`src/rtl/fastchg_pkg.sv`:
```
package fastchg_pkg;

    typedef enum logic [2:0] {
        ST_IDLE    = 3'd0,
        ST_HOLD    = 3'd1,
        ST_FAST    = 3'd2,
        ST_TOPOFF  = 3'd3,
        ST_TRICKLE = 3'd4
    } chg_state_e;

    typedef struct packed {
        chg_state_e st;
    } ctl_regs_t;

    // multiplier of the base time-out for each rate mode
    function automatic int unsigned mode_mult(input logic [1:0] m);
        case (m)
            2'b00:   return 4;
            2'b01:   return 2;
            default: return 1;
        endcase
    endfunction

    function automatic logic mode_has_topoff(input logic [1:0] m);
        return (m[1] == 1'b0);
    endfunction

    // frame fraction = 2^-shift of the fast rate
    function automatic logic [2:0] topoff_shift(input logic [1:0] m);
        return 3'd4;
    endfunction

    function automatic logic [2:0] trickle_shift(input logic [1:0] m);
        return (m == 2'b00) ? 3'd5 : 3'd6;
    endfunction

endpackage

```
`src/rtl/chg_timer.sv`:
```
module chg_timer #(
    parameter int CNT_W = 8
) (
    input  logic             clk,
    input  logic             rst_n,
    input  logic             clr,
    input  logic             run,
    input  logic             tick,
    input  logic [CNT_W-1:0] limit,
    output logic             expired
);

    logic [CNT_W-1:0] cnt_d, cnt_q;

    always_comb begin
        cnt_d = cnt_q;
        if (clr) begin
            cnt_d = '0;
        end else if (run && tick && (cnt_q < limit)) begin
            cnt_d = cnt_q + 1'b1;
        end
    end

    always_ff @(posedge clk or negedge rst_n) begin
        if (!rst_n) cnt_q <= '0;
        else        cnt_q <= cnt_d;
    end

    assign expired = (cnt_q >= limit);

endmodule

```
`src/rtl/peak_tracker.sv`:
```
module peak_tracker #(
    parameter int MV_W     = 12,
    parameter int NDV_MV   = 20,
    parameter int PEAK_CNT = 3,
    parameter int NDV_CNT  = 2
) (
    input  logic            clk,
    input  logic            rst_n,
    input  logic            clr,
    input  logic            accept,
    input  logic [MV_W-1:0] mv,
    output logic            peak_hit,
    output logic            drop_hit
);

    localparam int FC_W = $clog2(PEAK_CNT + 1);
    localparam int DC_W = $clog2(NDV_CNT + 1);
    localparam logic [FC_W-1:0] FC_MAX = FC_W'(PEAK_CNT);
    localparam logic [DC_W-1:0] DC_MAX = DC_W'(NDV_CNT);

    typedef struct packed {
        logic [MV_W-1:0] peak;
        logic [FC_W-1:0] flat;
        logic [DC_W-1:0] drop;
    } trk_t;

    trk_t trk_d, trk_q;
    logic [MV_W:0] mv_plus;
    logic          new_high;
    logic          below;

    always_comb begin
        mv_plus  = {1'b0, mv} + (MV_W+1)'(NDV_MV);
        new_high = (mv > trk_q.peak);
        below    = (mv_plus < {1'b0, trk_q.peak});
        trk_d    = trk_q;
        if (clr) begin
            trk_d = '0;
        end else if (accept) begin
            if (new_high) begin
                trk_d.peak = mv;
                trk_d.flat = '0;
            end else if (trk_q.flat < FC_MAX) begin
                trk_d.flat = trk_q.flat + 1'b1;
            end
            if (!below) begin
                trk_d.drop = '0;
            end else if (trk_q.drop < DC_MAX) begin
                trk_d.drop = trk_q.drop + 1'b1;
            end
        end
    end

    always_ff @(posedge clk or negedge rst_n) begin
        if (!rst_n) trk_q <= '0;
        else        trk_q <= trk_d;
    end

    assign peak_hit = (trk_q.flat >= FC_MAX);
    assign drop_hit = (trk_q.drop >= DC_MAX);

endmodule

```
`src/rtl/pulse_mod.sv`:
```
module pulse_mod #(
    parameter int FRAME_LOG2 = 6
) (
    input  logic       clk,
    input  logic       rst_n,
    input  logic       run,
    input  logic [2:0] shift,
    output logic       on
);

    logic [FRAME_LOG2-1:0] cnt_d, cnt_q;
    logic [FRAME_LOG2:0]   on_slots;

    always_comb begin
        cnt_d    = run ? (cnt_q + 1'b1) : '0;
        on_slots = (FRAME_LOG2+1)'(1) << (FRAME_LOG2 - int'(shift));
    end

    always_ff @(posedge clk or negedge rst_n) begin
        if (!rst_n) cnt_q <= '0;
        else        cnt_q <= cnt_d;
    end

    assign on = run && ({1'b0, cnt_q} < on_slots);

endmodule

```
`src/rtl/fastchg_ctrl.sv`:
```
module fastchg_ctrl
    import fastchg_pkg::*;
#(
    parameter int MV_W       = 12,
    parameter int LOW_MV     = 2000,
    parameter int NDV_MV     = 20,
    parameter int PEAK_CNT   = 3,
    parameter int NDV_CNT    = 2,
    parameter int UNIT_TICKS = 40,
    parameter int FRAME_LOG2 = 6
) (
    input  logic            clk,
    input  logic            rst_n,
    input  logic            samp_vld,
    input  logic [MV_W-1:0] cell_mv,
    input  logic            hot_flag,
    input  logic            ovp_flag,
    input  logic [1:0]      mode_sel,
    input  logic            inhibit,
    input  logic            tick,
    output logic            chg_on,
    output logic            chg_pull_low,
    output logic            led_pull_low,
    output logic [2:0]      state_o
);

    localparam int CNT_W = $clog2(4 * UNIT_TICKS + 1);
    localparam logic [MV_W-1:0] LOW_V = MV_W'(LOW_MV);

    ctl_regs_t  cur_q, nxt_d;
    logic       absent, present;
    logic       fast_run;
    logic       tmr_clr, tmr_run, tmr_expired;
    logic       trk_clr, trk_accept, peak_hit, drop_hit;
    logic [CNT_W-1:0] tmr_limit;
    logic       pwm_run, pwm_on;
    logic [2:0] pwm_shift;

    always_comb begin
        absent   = samp_vld && (cell_mv < LOW_V);
        present  = samp_vld && !absent;
        fast_run = (cur_q.st == ST_FAST) && !inhibit;
        tmr_limit = CNT_W'(UNIT_TICKS * mode_mult(mode_sel));

        nxt_d = cur_q;
        case (cur_q.st)
            ST_IDLE: begin
                if (present) nxt_d.st = hot_flag ? ST_HOLD : ST_FAST;
            end
            ST_HOLD: begin
                if (!hot_flag) nxt_d.st = ST_FAST;
            end
            ST_FAST: begin
                if (hot_flag || ovp_flag) begin
                    nxt_d.st = ST_TRICKLE;
                end else if (!inhibit && (peak_hit || drop_hit || tmr_expired)) begin
                    nxt_d.st = mode_has_topoff(mode_sel) ? ST_TOPOFF : ST_TRICKLE;
                end
            end
            ST_TOPOFF: begin
                if (hot_flag || ovp_flag || tmr_expired) nxt_d.st = ST_TRICKLE;
            end
            ST_TRICKLE: begin
                nxt_d.st = ST_TRICKLE;
            end
            default: nxt_d.st = ST_IDLE;
        endcase
        if (absent) nxt_d.st = ST_IDLE;

        tmr_clr    = (nxt_d.st != cur_q.st);
        tmr_run    = fast_run || (cur_q.st == ST_TOPOFF);
        trk_clr    = (cur_q.st != ST_FAST);
        trk_accept = fast_run && present;
        pwm_run    = (cur_q.st == ST_TOPOFF) || (cur_q.st == ST_TRICKLE);
        pwm_shift  = (cur_q.st == ST_TOPOFF) ? topoff_shift(mode_sel)
                                             : trickle_shift(mode_sel);
    end

    always_ff @(posedge clk or negedge rst_n) begin
        if (!rst_n) cur_q.st <= ST_IDLE;
        else        cur_q    <= nxt_d;
    end

    chg_timer #(.CNT_W(CNT_W)) u_timer (
        .clk     (clk),
        .rst_n   (rst_n),
        .clr     (tmr_clr),
        .run     (tmr_run),
        .tick    (tick),
        .limit   (tmr_limit),
        .expired (tmr_expired)
    );

    peak_tracker #(
        .MV_W     (MV_W),
        .NDV_MV   (NDV_MV),
        .PEAK_CNT (PEAK_CNT),
        .NDV_CNT  (NDV_CNT)
    ) u_track (
        .clk      (clk),
        .rst_n    (rst_n),
        .clr      (trk_clr),
        .accept   (trk_accept),
        .mv       (cell_mv),
        .peak_hit (peak_hit),
        .drop_hit (drop_hit)
    );

    pulse_mod #(.FRAME_LOG2(FRAME_LOG2)) u_pwm (
        .clk   (clk),
        .rst_n (rst_n),
        .run   (pwm_run),
        .shift (pwm_shift),
        .on    (pwm_on)
    );

    always_comb begin
        chg_on       = fast_run || pwm_on;
        chg_pull_low = !chg_on;
        led_pull_low = (cur_q.st == ST_FAST);
        state_o      = cur_q.st;
    end

endmodule

```
`config.mk`:
```
export PLATFORM = sky130hd
export DESIGN_NAME = fastchg_ctrl
export DESIGN_NICKNAME = d
export VERILOG_FILES = /design/src/rtl/fastchg_pkg.sv /design/src/rtl/chg_timer.sv /design/src/rtl/peak_tracker.sv /design/src/rtl/pulse_mod.sv /design/src/rtl/fastchg_ctrl.sv
export SDC_FILE = /design/constraint.sdc
export NUM_CORES = 1
export LEC_CHECK = 0
export BUFFER_PORTS_ARGS = -buffer_cell sky130_fd_sc_hd__buf_2
export CAP_MARGIN = 20
export CORE_MARGIN = 2
export CORE_UTILIZATION = 54
export CTS_CLUSTER_SIZE = 30
export DETAILED_ROUTE_END_ITERATION = 8
export PLACE_DENSITY = 0.74
export SYNTH_ARGS = -nofsm -noshare
export SYNTH_HDL_FRONTEND = slang
export SYNTH_SLANG_ARGS = --single-unit
```
`constraint.sdc`:
```
create_clock -name clk -period 2.1 [get_ports clk]
set_input_delay 0.21 -clock clk [delete_from_list [all_inputs] [get_ports clk]]
set_output_delay 0.21 -clock clk [all_outputs]
set_load 0.02 [all_outputs]
```
# Word level (Yosys, flattened, before mapping)
# Cells that the tools add are included.
dict set report op_classes {
  reduce_logical 27
  add_sub_neg 6
  multipliers 1
  eq_ne 8
  n_shift 1
  muxes 22
  n_lt_le_gt_ge 10
}
# cell n
set ops {}
lappend ops {{$mul A3 B32 Y5 const A} 1}
lappend ops {{$mux W16} 2}
lappend ops {{$shl A1 B32 Y7 const A} 1}
lappend ops {{$mux W3} 7}
lappend ops {{$mux W8} 2}
lappend ops {{$pmux W3 S5} 1}
lappend ops {{$mux W2} 7}
lappend ops {{$add A12 B5 Y13 const B} 1}
lappend ops {{$lt A13 B12 Y1} 1}
lappend ops {{$gt A12 B12 Y1} 1}
lappend ops {{$lt A12 B11 Y1 const B} 1}
lappend ops {{$mux W12} 1}
lappend ops {{$add A8 B1 Y8 const B} 1}
lappend ops {{$ge A8 B8 Y1} 1}
lappend ops {{$logic_and A1 B1 Y1} 8}
lappend ops {{$lt A8 B8 Y1} 1}
lappend ops {{$logic_or A1 B1 Y1} 7}
lappend ops {{$lt A6 B7 Y1} 1}
lappend ops {{$add A6 B1 Y6 const B} 1}
lappend ops {{$eq A3 B2 Y1 const B} 2}
lappend ops {{$mux W6} 1}
lappend ops {{$pmux W3 S2} 1}
lappend ops {{$reduce_and A2 Y1} 3}
lappend ops {{$reduce_bool A2 Y1} 3}
lappend ops {{14 further kinds} 19}
dict set report word_totals {
  register_bits 33
  wordCells 81
  in_bits 21
  output_inout_bits 6
}

# Logic depth before layout (Yosys ltp)
# Gate-level depths: netlist of run 1.
dict set report logic_depth {
  word_depth 12
  depth_mapped 11
  mapped_depth_nobuf 11
}

# By module
# From an unflattened synthesis of run 1, not the netlist that was laid out.
dict set report hier_totals {
  cells_unflattened 349
  area_unflattened_um2 3031.7
}
# module instances area_each_um2 seq_area_each_um2 cells_each
set by_module_without_submodules {}
lappend by_module_without_submodules {peak_tracker 1 1493.9 400.4 164}
lappend by_module_without_submodules {chg_timer 1 651.9 200.2 76}
lappend by_module_without_submodules {pulse_mod 1 462.9 150.1 50}
lappend by_module_without_submodules {fastchg_ctrl 1 422.9 75.1 59}

# Least setup slack after synthesis of run 1
# OpenSTA, ideal clock, no wires.
dict set report synth_path {
  kind {in2reg}
  start {input cell_mv[2]}
  end {register u_track.trk_q[0] (netlist name)}
  setup_ns 0.072
  path_buffers 0
  path_slack_ns -0.280
  arrival_ns 2.308
  required_ns 2.028
  stages 11
  path_cell_list {ha_1 > o21ai_0 > nor2_1 > xor2_1 > ha_1 > and4_1 > a2111oi_0 > o21ai_0 > o221ai_1 > a31oi_1 > nor2_1}
}
dict set report synth_via {
  elab_chain_cells 7
  elab_cells_between_ends 13
  classes_between {add/sub: 1; order compare: 2; eq/ne: 1; mux: 3; reduce/logical: 6}
}
# element line
set synth_rtl {}
lappend synth_rtl {{start: declaration} fastchg_ctrl.sv:15} ;# input logic [MV_W-1:0] cell_mv,
lappend synth_rtl {{branches (longest 7 deep; another with $add A12 B5 Y13)} -}
lappend synth_rtl {{end signal: assignment} peak_tracker.sv:56} ;# else trk_q <= trk_d;
lappend synth_rtl {{end: declaration} peak_tracker.sv:27} ;# trk_t trk_d, trk_q;
# Parallel ways; which one is timed is not known. The select of a mux whose other input is x is not followed.
# A chain may end at the register's enable or synchronous reset.

# Final worst setup path of run 1
dict set report layout_path {
  start {register cur_q, in the netlist state_o[2]}
  end {output chg_pull_low}
}
dict set report layout_via {
  elab_chain_cells 8
  elab_cells_between_ends 12
  classes_between {add/sub: 1; order compare: 1; eq/ne: 3; shift: 1; mux: 1; reduce/logical: 5}
}
# element line
set layout_rtl {}
lappend layout_rtl {{start: declaration} fastchg_ctrl.sv:30} ;# ctl_regs_t cur_q, nxt_d;
lappend layout_rtl {{start signal: assignment} fastchg_ctrl.sv:81} ;# else cur_q <= nxt_d;
lappend layout_rtl {{$eq A3 B2 Y1} {fastchg_ctrl.sv:74, fastchg_ctrl.sv:75}}
lappend layout_rtl {{$mux W2} fastchg_ctrl.sv:75} ;# pwm_shift = (cur_q.st == ST_TOPOFF) ? topoff_shift(mode_sel)
lappend layout_rtl {{$sub A3 B3 Y4} pulse_mod.sv:16} ;# on_slots = (FRAME_LOG2+1)'(1) << (FRAME_LOG2 - int'(shift));
lappend layout_rtl {{$shl A1 B32 Y7} pulse_mod.sv:16}
lappend layout_rtl {{$lt A6 B7 Y1} pulse_mod.sv:24} ;# assign on = run && ({1'b0, cnt_q} < on_slots);
lappend layout_rtl {{$logic_and A1 B1 Y1} pulse_mod.sv:24}
lappend layout_rtl {{$logic_or A1 B1 Y1 (*)} fastchg_ctrl.sv:118} ;# chg_on = fast_run || pwm_on;
lappend layout_rtl {{$logic_not A1 Y1 (*)} fastchg_ctrl.sv:119} ;# chg_pull_low = !chg_on;
lappend layout_rtl {{end: declaration} fastchg_ctrl.sv:22} ;# output logic chg_pull_low,
# Mark *: on every way between the ends. The rest lies on a longest branch, timed or not.

==> flow_summary.toml, run 1 <==
[synthesis]
synth-main-ff-cell = "sky130_fd_sc_hd__dfrtp_1"
synth_top_area_cells = "sky130_fd_sc_hd__dfrtp_1, sky130_fd_sc_hd__ha_1, sky130_fd_sc_hd__a22o_1"
asyncSetResetFlopFracSynth_pct = 100.0
post_syn_instances = 282
syn-num-nets = 339
yosysWarnings = 0
synth_cell_type_count = 58
synth.ff_latch_count = 33
synthesis.area_sq_um = 2643
post_synthesis_sequential_area_ratio_pct = 31.25
synth_enable_flop_cells = 0
avgSynthCellArea_sq_um = 9.371
synth_top_area_share_pct = 31.25
synth_top_area_cell = "sky130_fd_sc_hd__dfrtp_1"

[cts]
tritoncts = "done"
clock-sinks = 33
clk_pin_slew_ps = 70
max-clock-path-buffers = 2
insertion_delay_ps = 290
clockRootBuffer = "sky130_fd_sc_hd__clkbuf_8"
cts_inserted_buffers = 5
htreeDepth = 2

[global_route]
met3_usage_pct = 4.336
grt_use_met2_pct = 48.51
vias_in_the_first_global_route = 2560
global_route.peak_usage_layer = "met2"
grt_antenna_before_repair = 0
gr-total-overflow = 0
grt_use_met1_pct = 32.64
grt_first_pass_wirelength_mm = 11.43
groute.usage.overall_pct = 27.41
grt_start_max_net_pins = 34

[setup_path]
worst_setup_path_end_kind = "output pin"
worstPathArrival_ps = 2110
required_time_at_the_worst_slack_endpoint_ps = 1890
timing.critical_path.slowest_cell_delay_ps = 400
worst-setup-path-type = "reg -> out"
timing.critical_path.from_type = "flip-flop"
worst_path_max_delay_cell = "sky130_fd_sc_hd__dfrtp_2"
crit_path_frequent_cell = "sky130_fd_sc_hd__nand2_2"
worstPathMaxFanout = 2
reg2reg_slack_ps = -130
worstPathCellList = "and2b_1 > nand2_2 > nand2_2 > ha_4 > a21boi_4 > o21ai_2 > a21boi_2 > o32a_1 > buf_6"
reg2reg_depth = 9
reg2reg_from = "u_track.trk_q[14]$_DFFE_PN0P_"
rr_endpoint = "u_track.trk_q[10]$_DFFE_PN0P_"

[route]
dr_total_vias = 2585
post-route-drc-count = 0
drt_wl_total_mm = 7.227
post_drt_wl_per_cell_microns = 15.95
dr.first_iter.drc_count = 157
routed_antenna_nets = 0
drt-pass1-iter-count = 4
post_drt_via_cell_ratio = 5.706

[die]
io_pins = 27
die_w_microns = 73.96
area_enclosed_by_the_die_boundary_sq_um = 5469
core.rowCount = 25
floorplan.initialDensity_pct = 55.95
die_height_microns = 73.96
floorplan.core_area_sq_um = 4723

[power_and_ir_drop]
p_per_area_nw_per_um2 = 634.9
power.ir.vdd_worst_mv = 0.4988
leakage_nw = 1.755
totalPowerFinal_mw = 2.408

[layout]
num-fill-cells = 287
fin_area_sq_um = 3792
diodes = 0
multi_input_area_sq_um = 1991
layout.area.seq_sq_um = 828.3
post_route_non_filler_standard_cell_count = 453
post_route_cells_drive_above_1_share_pct = 43.52
finalNetCount = 442
syn2layout_area_growth_pct = 43.51

[place]
placed_area_sq_um = 3374
port_buffers = 26
finalWeightedCongestion = 0.9419
post_dp_hpwl_mm = 5.104
instance_count_after_placement_with_tap_cells_included = 436

[timing]
fin_hold_ws_ps = -12.99
timing.fmax_mhz = 430.4
final-hold-violation-count = 21
final_period_minus_worst_setup_slack_ps = 2323
timing_max_transition_violations_final = 0
max_slew_margin_pct = 49.30
final_number_of_setup_violating_endpoints = 25
layout_setup_ws_ps = -223.5
clock-skew-final_ps = 4.138
rsz0062_at_grt = "true"
timing_worst_slew_pin_value_ps = 760.4
fin_crit_sh_pct = 110.6
fin_setup_tns_ps = -2617

[job]
max_cap_violations = 0

[status]
violations_in_the_final_reports = "negative hold slack, negative setup slack"
outcome = "complete, but fails checks"

[min_path]
hp-class = "in -> async"
area by class of cell:
class / count / share of cell area (%)
multi-input combinational: 217 / 52.49
timing repair buffer: 100 / 18.51
clock inverter: 2 / 0.2639
clock buffer: 6 / 1.914
sequential: 33 / 21.84
inverter: 28 / 2.771
tap: 67 / 2.210
critical path: cells and delay by family (launching register included):
kind                       cells  cell delay (ps)
AOI/OAI and AO/OA              4              720
and+or+nand+nor                3              380
buffers and inverters          1              130
DFF                            1              400
adders and majority gates      1              200
synthesized netlist by cell type (all sizes together), types with 2 or more instances:
| cell | n |
|---|---|
| nor2 | 23 |
| nor3 | 13 |
| dfrtp | 33 |
| o21ai | 8 |
| inv | 28 |
| nand4 | 9 |
| nand2 | 14 |
| a2111oi | 3 |
| o21a | 4 |
| o211ai | 2 |
| o2111ai | 2 |
| a221o | 3 |
| a21o | 5 |
| nand2b | 2 |
| xnor2 | 12 |
| nor2b | 5 |
| nor4 | 2 |
| and3 | 2 |
| ha | 36 |
| xor2 | 9 |
| a31oi | 2 |
| a22o | 12 |
| buf | 3 |
| nand3 | 4 |
| and3b | 2 |
| and2 | 2 |
| o221ai | 2 |
| a21boi | 5 |
| and4 | 3 |
| or4 | 3 |
| a21oi | 11 |
power by group:
part           internal, mW  switching, mW  leakage [nW]  total [mW]
logic                 0.571          0.611          1.26        1.18
registers             0.705         0.0501         0.452       0.755
clock network         0.230          0.242        0.0450       0.471
total                  1.51          0.902          1.76        2.41
layout by cell type, fill, tap and decap left out, drive strengths merged, types with 3 or more instances in the layout:
cell	synthesis	layout
buf	3	100
ha	36	36
dfrtp	33	33
inv	28	28
nor2	23	23
nand2	14	14
nor3	13	13
xnor2	12	12
a22o	12	12
a21oi	11	11
xor2	9	9
nand4	9	9
o21ai	8	8
clkbuf	1	6
nor2b	5	5
a21o	5	5
a21boi	5	5
nand3	4	4
o21a	4	4
and4	3	3
a221o	3	3
or4	3	3
a2111oi	3	3
repair_timing:
| action | in CTS | in global routing |
|---|---|---|
| buffers inserted | 6 | 3 |
| pin swaps | 17 | 15 |
| setup endpoints to repair | 25 | 27 |
| hold buffers | 0 | 0 |
| gates cloned | 0 | 0 |
| gates resized for setup | 35 | 21 |
sequential cells by signal, indices dropped and copies added, names as in the netlist:
name	flops
u_pwm.cnt_q	6
u_timer.cnt_q	8
u_track.trk_q	16
state_o	3
kinds of logic after synthesis:
family                   Yosys count  synth area share (%)
flip-flops                        33                 31.25
XOR/XNOR                          21                 6.960
multiplexers                       1                0.3788
other                              1                0.1419
AO/OA/AOI/OAI                     69                 21.45
buffers and inverters             32                 4.782
AND/OR/NAND/NOR                   89                 17.99
adder cells (fa/ha/maj)           36                 17.05
per-stage QoR:
step	setup slack, ps	util, %
floorplan	-24.24	-
global placement	-222.0	71.44
detailed placement	-290.0	71.44
CTS	-210.7	77.77
global route	-276.8	80.29
finish	-223.5	80.29
worst max-delay path by stage:
stage / from / to / cells after the start
2_1_floorplan: u_timer.cnt_q[5]$_DFFE_PN0P_ / u_timer.cnt_q[6]$_DFFE_PN0P_ / 7
3_3_place_gp: u_track.trk_q[15]$_DFFE_PN0P_ / u_track.trk_q[12]$_DFFE_PN0P_ / 9
3_5_place_dp: u_track.trk_q[15]$_DFFE_PN0P_ / u_track.trk_q[3]$_DFFE_PN0P_ / 9
5_1_grt: state_o[2]$_DFF_PN0_ / chg_pull_low / 9
6_report: state_o[2]$_DFF_PN0_ / chg_pull_low / 9
4_1_cts: state_o[2]$_DFF_PN0_ / chg_on / 9
layer usage:
layer	vias to the layer above	part of all wire, %
li1	1236	-
met1	1258	42
met2	72	52
met3	19	3.7
met4	0	2.8
met5	-	0
Note: power is estimated with default switching activity, not from simulation.
==> inputs of run 2 (changes only) <==
- CORE_UTILIZATION: 54 -> 55
- CTS_BUF_LIST: not set -> sky130_fd_sc_hd__clkbuf_4 sky130_fd_sc_hd__clkbuf_8
- PLACE_DENSITY: 0.74 -> 0.75
==> run 2 against run 1 <==
Net effect:
- the run still ends with negative hold slack, negative setup slack left
- final area is 2.0% higher
- cell count is 2.0% lower
- register-to-register slack worse by 20 ps
- largest cell class unchanged
- sequential share of layout area is 0.44 points lower
- highest routed layer unchanged
==> flow_summary.toml, run 2 (synthesis gave the netlist of run 1 again) <==
[place]
finalWeightedCongestion = 0.8618
placed_area_sq_um = 3386
post_dp_hpwl_mm = 5.215
port_buffers = 26

[timing]
timing_max_transition_violations_final = 0
rsz0062_at_grt = "true"
max_slew_margin_pct = 48.84
final_number_of_setup_violating_endpoints = 23
clock-skew-final_ps = 4.823
timing.fmax_mhz = 434.7
fin_hold_ws_ps = -24.14
final_period_minus_worst_setup_slack_ps = 2301
final-hold-violation-count = 33
fin_crit_sh_pct = 109.6
layout_setup_ws_ps = -200.6
timing_worst_slew_pin_value_ps = 767.4

[layout]
registers.top_by_ff_count = "u_track.trk_q"
diodes = 0
layout.cells.most_common_list = "sky130_fd_sc_hd__buf_4, sky130_fd_sc_hd__dfrtp_1, sky130_fd_sc_hd__ha_1"
syn2layout_area_growth_pct = 46.45
final_common_cell = "sky130_fd_sc_hd__buf_4"
num-fill-cells = 272
finalNetCount = 446
post_route_cells_drive_above_1_share_pct = 44.62
largest_reg_flops = 16
largestRegisters = "u_track.trk_q: 16 flops, u_timer.cnt_q: 8 flops, u_pwm.cnt_q: 6 flops"
layout.area.seq_sq_um = 828.3
postLayoutCoreUtil_pct = 82.48
multi_input_area_sq_um = 1997
fin_area_sq_um = 3870

[cts]
insertion_delay_ps = 300
cts_hold_buffers = 0
htreeDepth = 2
cts_inserted_buffers = 5
clk_pin_slew_ps = 70
clock-sinks = 33
max-clock-path-buffers = 2
clockRootBuffer = "sky130_fd_sc_hd__clkbuf_8"
tritoncts = "done"

[global_route]
grt_first_pass_wirelength_mm = 11.96
vias_in_the_first_global_route = 2691
grt_start_max_net_pins = 34
gr-total-overflow = 0
grt_antenna_before_repair = 0
groute.usage.overall_pct = 29.28

[power_and_ir_drop]
sw_frac_of_total_pct = 36.01
seq_power_share_pct = 28.7
p_comb_share_pct = 46.6
clock_power_share_pct = 24.7
totalPowerFinal_mw = 2.635
internal-power_mw = 1.686
p_per_area_nw_per_um2 = 680.8
power.ir.vdd_worst_mv = 0.4362
leakage_nw = 1.796
p_switching_mw = 0.9487

[die]
die_w_microns = 73.32
die_height_microns = 73.32
area_enclosed_by_the_die_boundary_sq_um = 5375
core.rowCount = 25
io_pins = 27
floorplan.core_area_sq_um = 4692
floorplan.initialDensity_pct = 56.32

[setup_path]
worst_setup_path_end_kind = "output pin"
worst-setup-path-type = "reg -> out"
worstPathArrival_ps = 2090
required_time_at_the_worst_slack_endpoint_ps = 1890
worstPathMaxFanout = 2
timing.critical_path.from_type = "flip-flop"

[route]
drt_wl_total_mm = 7.798
dr_total_vias = 2642
post_drt_via_cell_ratio = 5.950
drt-pass1-iter-count = 4
routed_antenna_nets = 0
dr.first_iter.drc_count = 204
post_drt_wl_per_cell_microns = 17.56
post-route-drc-count = 0

[job]
max_cap_violations = 0

[min_path]
hp-class = "in -> async"

[status]
violations_in_the_final_reports = "negative hold slack, negative setup slack"
outcome = "complete, but fails checks"
run 2: worst paths after layout:
| path | end | slack [ps] | cells after the start | from |
|---|---|---|---|---|
| hold / removal | u_timer.cnt_q[5]$_DFFE_PN0P_ | -20 | 1 | rst_n |
| hold reg to reg | u_track.trk_q[5]$_DFFE_PN0P_ | 510 | 1 | u_track.trk_q[5]$_DFFE_PN0P_ |
| setup reg to reg | u_timer.cnt_q[2]$_DFFE_PN0P_ | -150 | 7 | u_timer.cnt_q[5]$_DFFE_PN0P_ |
| min in group clk | u_track.trk_q[4]$_DFFE_PN0P_ | 150 | 2 | cell_mv[0] |
| setup / recovery | chg_pull_low | -200 | 9 | state_o[1]$_DFF_PN0_ |
| max in group asynchronous | state_o[1]$_DFF_PN0_ | 1580 | 1 | rst_n |
run 2: cell type report:
class / instances / share of cell area (%)
inverter: 28 / 2.716
clock buffer: 6 / 2.134
sequential: 33 / 21.40
tap: 54 / 1.746
multi-input combinational: 217 / 51.60
clock inverter: 2 / 0.9699
timing repair buffer: 104 / 19.43
run 2: repair_timing:
action | in CTS | in global routing
pin swaps | 28 | 19
setup buffers | 7 | 4
resized for setup | 30 | 30
endpoints found under the setup margin | 26 | 28
run 2: through the flow:
step                instances  setup slack [ps]  TNS [ps]
finish                    444            -200.6     -1691
CTS                       440            -219.1     -1468
detailed placement        425            -316.4     -4107
global route              444            -274.1     -3572
floorplan                 282            -24.24    -24.24
global placement          425            -230.4     -2903
run 2: power by group through the flow:
stage	clock, mW	sequential, mW	combinational [mW]
floorplan	0	0.783	0.549
global placement	0	0.761	0.958
detailed placement	0	0.762	0.993
CTS	0.651	0.753	1.10
global route	0.680	0.762	1.32
finish	0.650	0.756	1.23
run 2: metal layers:
metal	share of wire, %	wire, microns	vias up	GRT usage, %
li1	-	-	1247	-
met4	3.7	289	0	13.13
met2	53	4114	74	52.85
met5	0	0	-	0
met1	40	3104	1294	33.28
met3	3.7	289	27	5.624
run 2: critical path, cell delays in order (launching register included):
cell                       delay, ps
sky130_fd_sc_hd__dfrtp_2         400
sky130_fd_sc_hd__and2b_2         210
sky130_fd_sc_hd__nand2_2          90
sky130_fd_sc_hd__nand2_2          50
sky130_fd_sc_hd__ha_1            260
sky130_fd_sc_hd__a21boi_1        130
sky130_fd_sc_hd__o21ai_1         140
sky130_fd_sc_hd__a21boi_2         90
sky130_fd_sc_hd__o32a_1          300
sky130_fd_sc_hd__buf_6           130
==> inputs of run 3 (changes only) <==
- ABC_AREA: not set -> 1
==> run 3 against run 2 <==
Net effect:
- the run still ends with negative hold slack, negative setup slack left
- clock skew increased by 8.0 ps
- synthesized area increased by 5.6%
- critical path depth increased by 1
- synthesized cell count increased by 36%
==> flow_summary.toml, run 3 <==
[status]
outcome = "complete, but fails checks"
violations_in_the_final_reports = "negative hold slack, negative setup slack"

[synthesis]
synthesis.area_sq_um = 2791
synth_top_area_cell = "sky130_fd_sc_hd__dfrtp_1"
syn-num-nets = 440
avgSynthCellArea_sq_um = 7.288
synthTopCellsByCount = "sky130_fd_sc_hd__nand2_1, sky130_fd_sc_hd__inv_1, sky130_fd_sc_hd__ha_1, sky130_fd_sc_hd__dfrtp_1, sky130_fd_sc_hd__nor2_1"
asyncSetResetFlopFracSynth_pct = 100.0
yosysWarnings = 0
yosysMostFrequentCell = "sky130_fd_sc_hd__nand2_1"
post_syn_instances = 383
synth-main-ff-cell = "sky130_fd_sc_hd__dfrtp_1"
synth.ff_latch_count = 33
synth_cell_type_count = 33
synth_enable_flop_cells = 0
synth_top_area_cells = "sky130_fd_sc_hd__dfrtp_1, sky130_fd_sc_hd__ha_1, sky130_fd_sc_hd__nand2_1"
synth_top_area_share_pct = 29.58
post_synthesis_sequential_area_ratio_pct = 29.58

[cts]
clock-sinks = 33
insertion_delay_ps = 300
cts_inserted_buffers = 5
tritoncts = "done"
clockRootBuffer = "sky130_fd_sc_hd__clkbuf_8"
max-clock-path-buffers = 2
htreeDepth = 2
cts_hold_buffers = 0
clk_pin_slew_ps = 80

[global_route]
vias_in_the_first_global_route = 2435
grt_antenna_before_repair = 0
grt_first_pass_wirelength_mm = 10.38
grt_start_max_net_pins = 34
groute.usage.overall_pct = 23.62
gr-total-overflow = 0

[setup_path]
reg2reg_slack_ps = 40
critical_path_depth = 10
worstPathCellList = "inv_2 > nor3_4 > inv_2 > ha_1 > a21boi_2 > nor4_2 > o21ai_1 > nand2_1 > inv_1 > buf_6"
crit_start = "state_o[1]$_DFF_PN0_"
crit_path_frequent_cell = "sky130_fd_sc_hd__inv_2"
required_time_at_the_worst_slack_endpoint_ps = 1890
timing.critical_path.slowest_cell_delay_ps = 360
worst_setup_path_end_kind = "output pin"
worst-setup-path-type = "reg -> out"
worst_path_max_delay_cell = "sky130_fd_sc_hd__dfrtp_1"
reg2reg_from = "u_timer.cnt_q[7]$_DFFE_PN0P_"
path_buf_inv = 4
worstPathMaxFanout = 4
cp_top_family = "simple AND/OR/NAND/NOR gates"
reg2reg_depth = 15
crit_end = "chg_pull_low"
rr_endpoint = "u_timer.cnt_q[3]$_DFFE_PN0P_"
worstPathArrival_ps = 2020
timing.critical_path.from_type = "flip-flop"

[timing]
max_slew_margin_pct = 49.74
final_number_of_setup_violating_endpoints = 2
final-hold-violation-count = 30
fin_hold_ws_ps = -26.25
timing.fmax_mhz = 448.1
fin_crit_sh_pct = 106.3
timing_worst_slew_pin_value_ps = 754.0
layout_setup_ws_ps = -131.8
timing_max_transition_violations_final = 0
final_period_minus_worst_setup_slack_ps = 2232
rsz0062_at_grt = "true"
clock-skew-final_ps = 12.79
fin_setup_tns_ps = -254.6

[layout]
largest_reg_flops = 16
diodes = 0
multi_input_area_sq_um = 1934
num-fill-cells = 354
largestRegisters = "u_track.trk_q: 16 flops, u_timer.cnt_q: 8 flops, u_pwm.cnt_q: 6 flops"
layout.area.seq_sq_um = 827.0
registers.top_by_ff_count = "u_track.trk_q"
layout.cells.most_common_list = "sky130_fd_sc_hd__nand2_1, sky130_fd_sc_hd__inv_1, sky130_fd_sc_hd__buf_4"
postLayoutCoreUtil_pct = 75.61
post_route_cells_drive_above_1_share_pct = 32.81
finalNetCount = 504
final_common_cell = "sky130_fd_sc_hd__nand2_1"
fin_area_sq_um = 3642
syn2layout_area_growth_pct = 30.48

[die]
io_pins = 27
die_height_microns = 75.24
area_enclosed_by_the_die_boundary_sq_um = 5661
floorplan.core_area_sq_um = 4817
core.rowCount = 25
die_w_microns = 75.24
floorplan.initialDensity_pct = 57.95

[power_and_ir_drop]
totalPowerFinal_mw = 3.422
power.ir.vdd_worst_mv = 0.7121
p_per_area_nw_per_um2 = 939.4
leakage_nw = 1.791

[place]
post_dp_hpwl_mm = 4.521
port_buffers = 26
finalWeightedCongestion = 0.8466
placed_area_sq_um = 3161

[route]
post_drt_via_cell_ratio = 5.113
dr.first_iter.drc_count = 180
drt_wl_total_mm = 6.569
dr_total_vias = 2633
routed_antenna_nets = 0
post_drt_wl_per_cell_microns = 12.76
drt-pass1-iter-count = 4
post-route-drc-count = 0

[min_path]
hp-class = "in -> async"

[job]
max_cap_violations = 0
[run 3: cell types whose count changed in the layout (fill, tap and decap cells not counted), moves of 9 or more]
cell / delta
sky130_fd_sc_hd__buf_4: -40
sky130_fd_sc_hd__nor2_2: +13
sky130_fd_sc_hd__a22o_1: -12
sky130_fd_sc_hd__nand2_2: +13
sky130_fd_sc_hd__inv_1: +34
sky130_fd_sc_hd__o21ai_0: +9
sky130_fd_sc_hd__nand2_1: +72
[run 3: timing repair]
item	CTS	global route
resized for setup	6	57
buffers inserted	2	10
pin swaps	7	41
endpoints found under the setup margin	4	25
[run 3: worst min-delay path by stage]
stage,endpoint,slack (ps),cells past startpoint
3_3_place_gp,u_timer.cnt_q[0]$_DFFE_PN0P_,330,1
6_report,u_timer.cnt_q[7]$_DFFE_PN0P_,-30,1
5_1_grt,u_track.trk_q[6]$_DFFE_PN0P_,60,1
3_5_place_dp,u_timer.cnt_q[6]$_DFFE_PN0P_,330,1
4_1_cts,u_timer.cnt_q[4]$_DFFE_PN0P_,9,1
2_1_floorplan,state_o[0]$_DFF_PN0_,-90,0
[run 3: per-stage QoR]
step	std cells	hold slack, ps	setup slack (ps)
global route	515	61.56	-286.3
finish	515	-26.25	-131.8
CTS	505	9.085	-237.1
detailed placement	495	329.8	-213.9
floorplan	383	-85.59	19.12
global placement	495	327.8	-110.3
[run 3: cells by family after synthesis]
kind of cell,count (synthesis),synth area share [%]
simple gates,179,30.03
buf+inv,69,9.682
compound gates,51,10.04
fa+ha+maj,36,16.14
flops,33,29.58
xor+xnor,14,4.393
other cells,1,0.1343
[run 3: report_power, final]
group | switching (mW) | leakage, nW | internal, mW
logic | 1.16 | 1.28 | 0.756
clock network | 0.249 | 0.0619 | 0.400
registers | 0.0889 | 0.453 | 0.767
total | 1.50 | 1.79 | 1.92
[run 3: area by class of cell]
class	count	share of cell area, %
Multi-Input combinational cell	281	53.11
Sequential cell	33	22.71
Timing Repair Buffer	63	12.02
Inverter	63	6.561
Clock buffer	7	2.473
Tap cell	67	2.302
Clock inverter	1	0.8245
[run 3: worst register-to-register path, stage by stage (launching register included)]
cell and delay, ps:
sky130_fd_sc_hd__dfrtp_1 420, sky130_fd_sc_hd__ha_4 300, sky130_fd_sc_hd__nand2_4 70, sky130_fd_sc_hd__nor2_4 100, sky130_fd_sc_hd__nand2_1 70, sky130_fd_sc_hd__nand4_1 120
sky130_fd_sc_hd__nand2_1 100, sky130_fd_sc_hd__nand2_1 90, sky130_fd_sc_hd__nand3_2 60, sky130_fd_sc_hd__nand2_2 100, sky130_fd_sc_hd__nand2_2 70, sky130_fd_sc_hd__nand2_2 60
sky130_fd_sc_hd__nand2_2 60, sky130_fd_sc_hd__nor2_4 120, sky130_fd_sc_hd__nand2_4 120, sky130_fd_sc_hd__nor2_2 130
[run 3: routing by layer]
layer	part of all wire, %	vias up	GRT usage, %
met5	0	-	0
met4	1.6	0	6.823
met3	3.3	11	4.284
met2	51	55	40.06
met1	44	1209	30.92
li1	-	1358	-
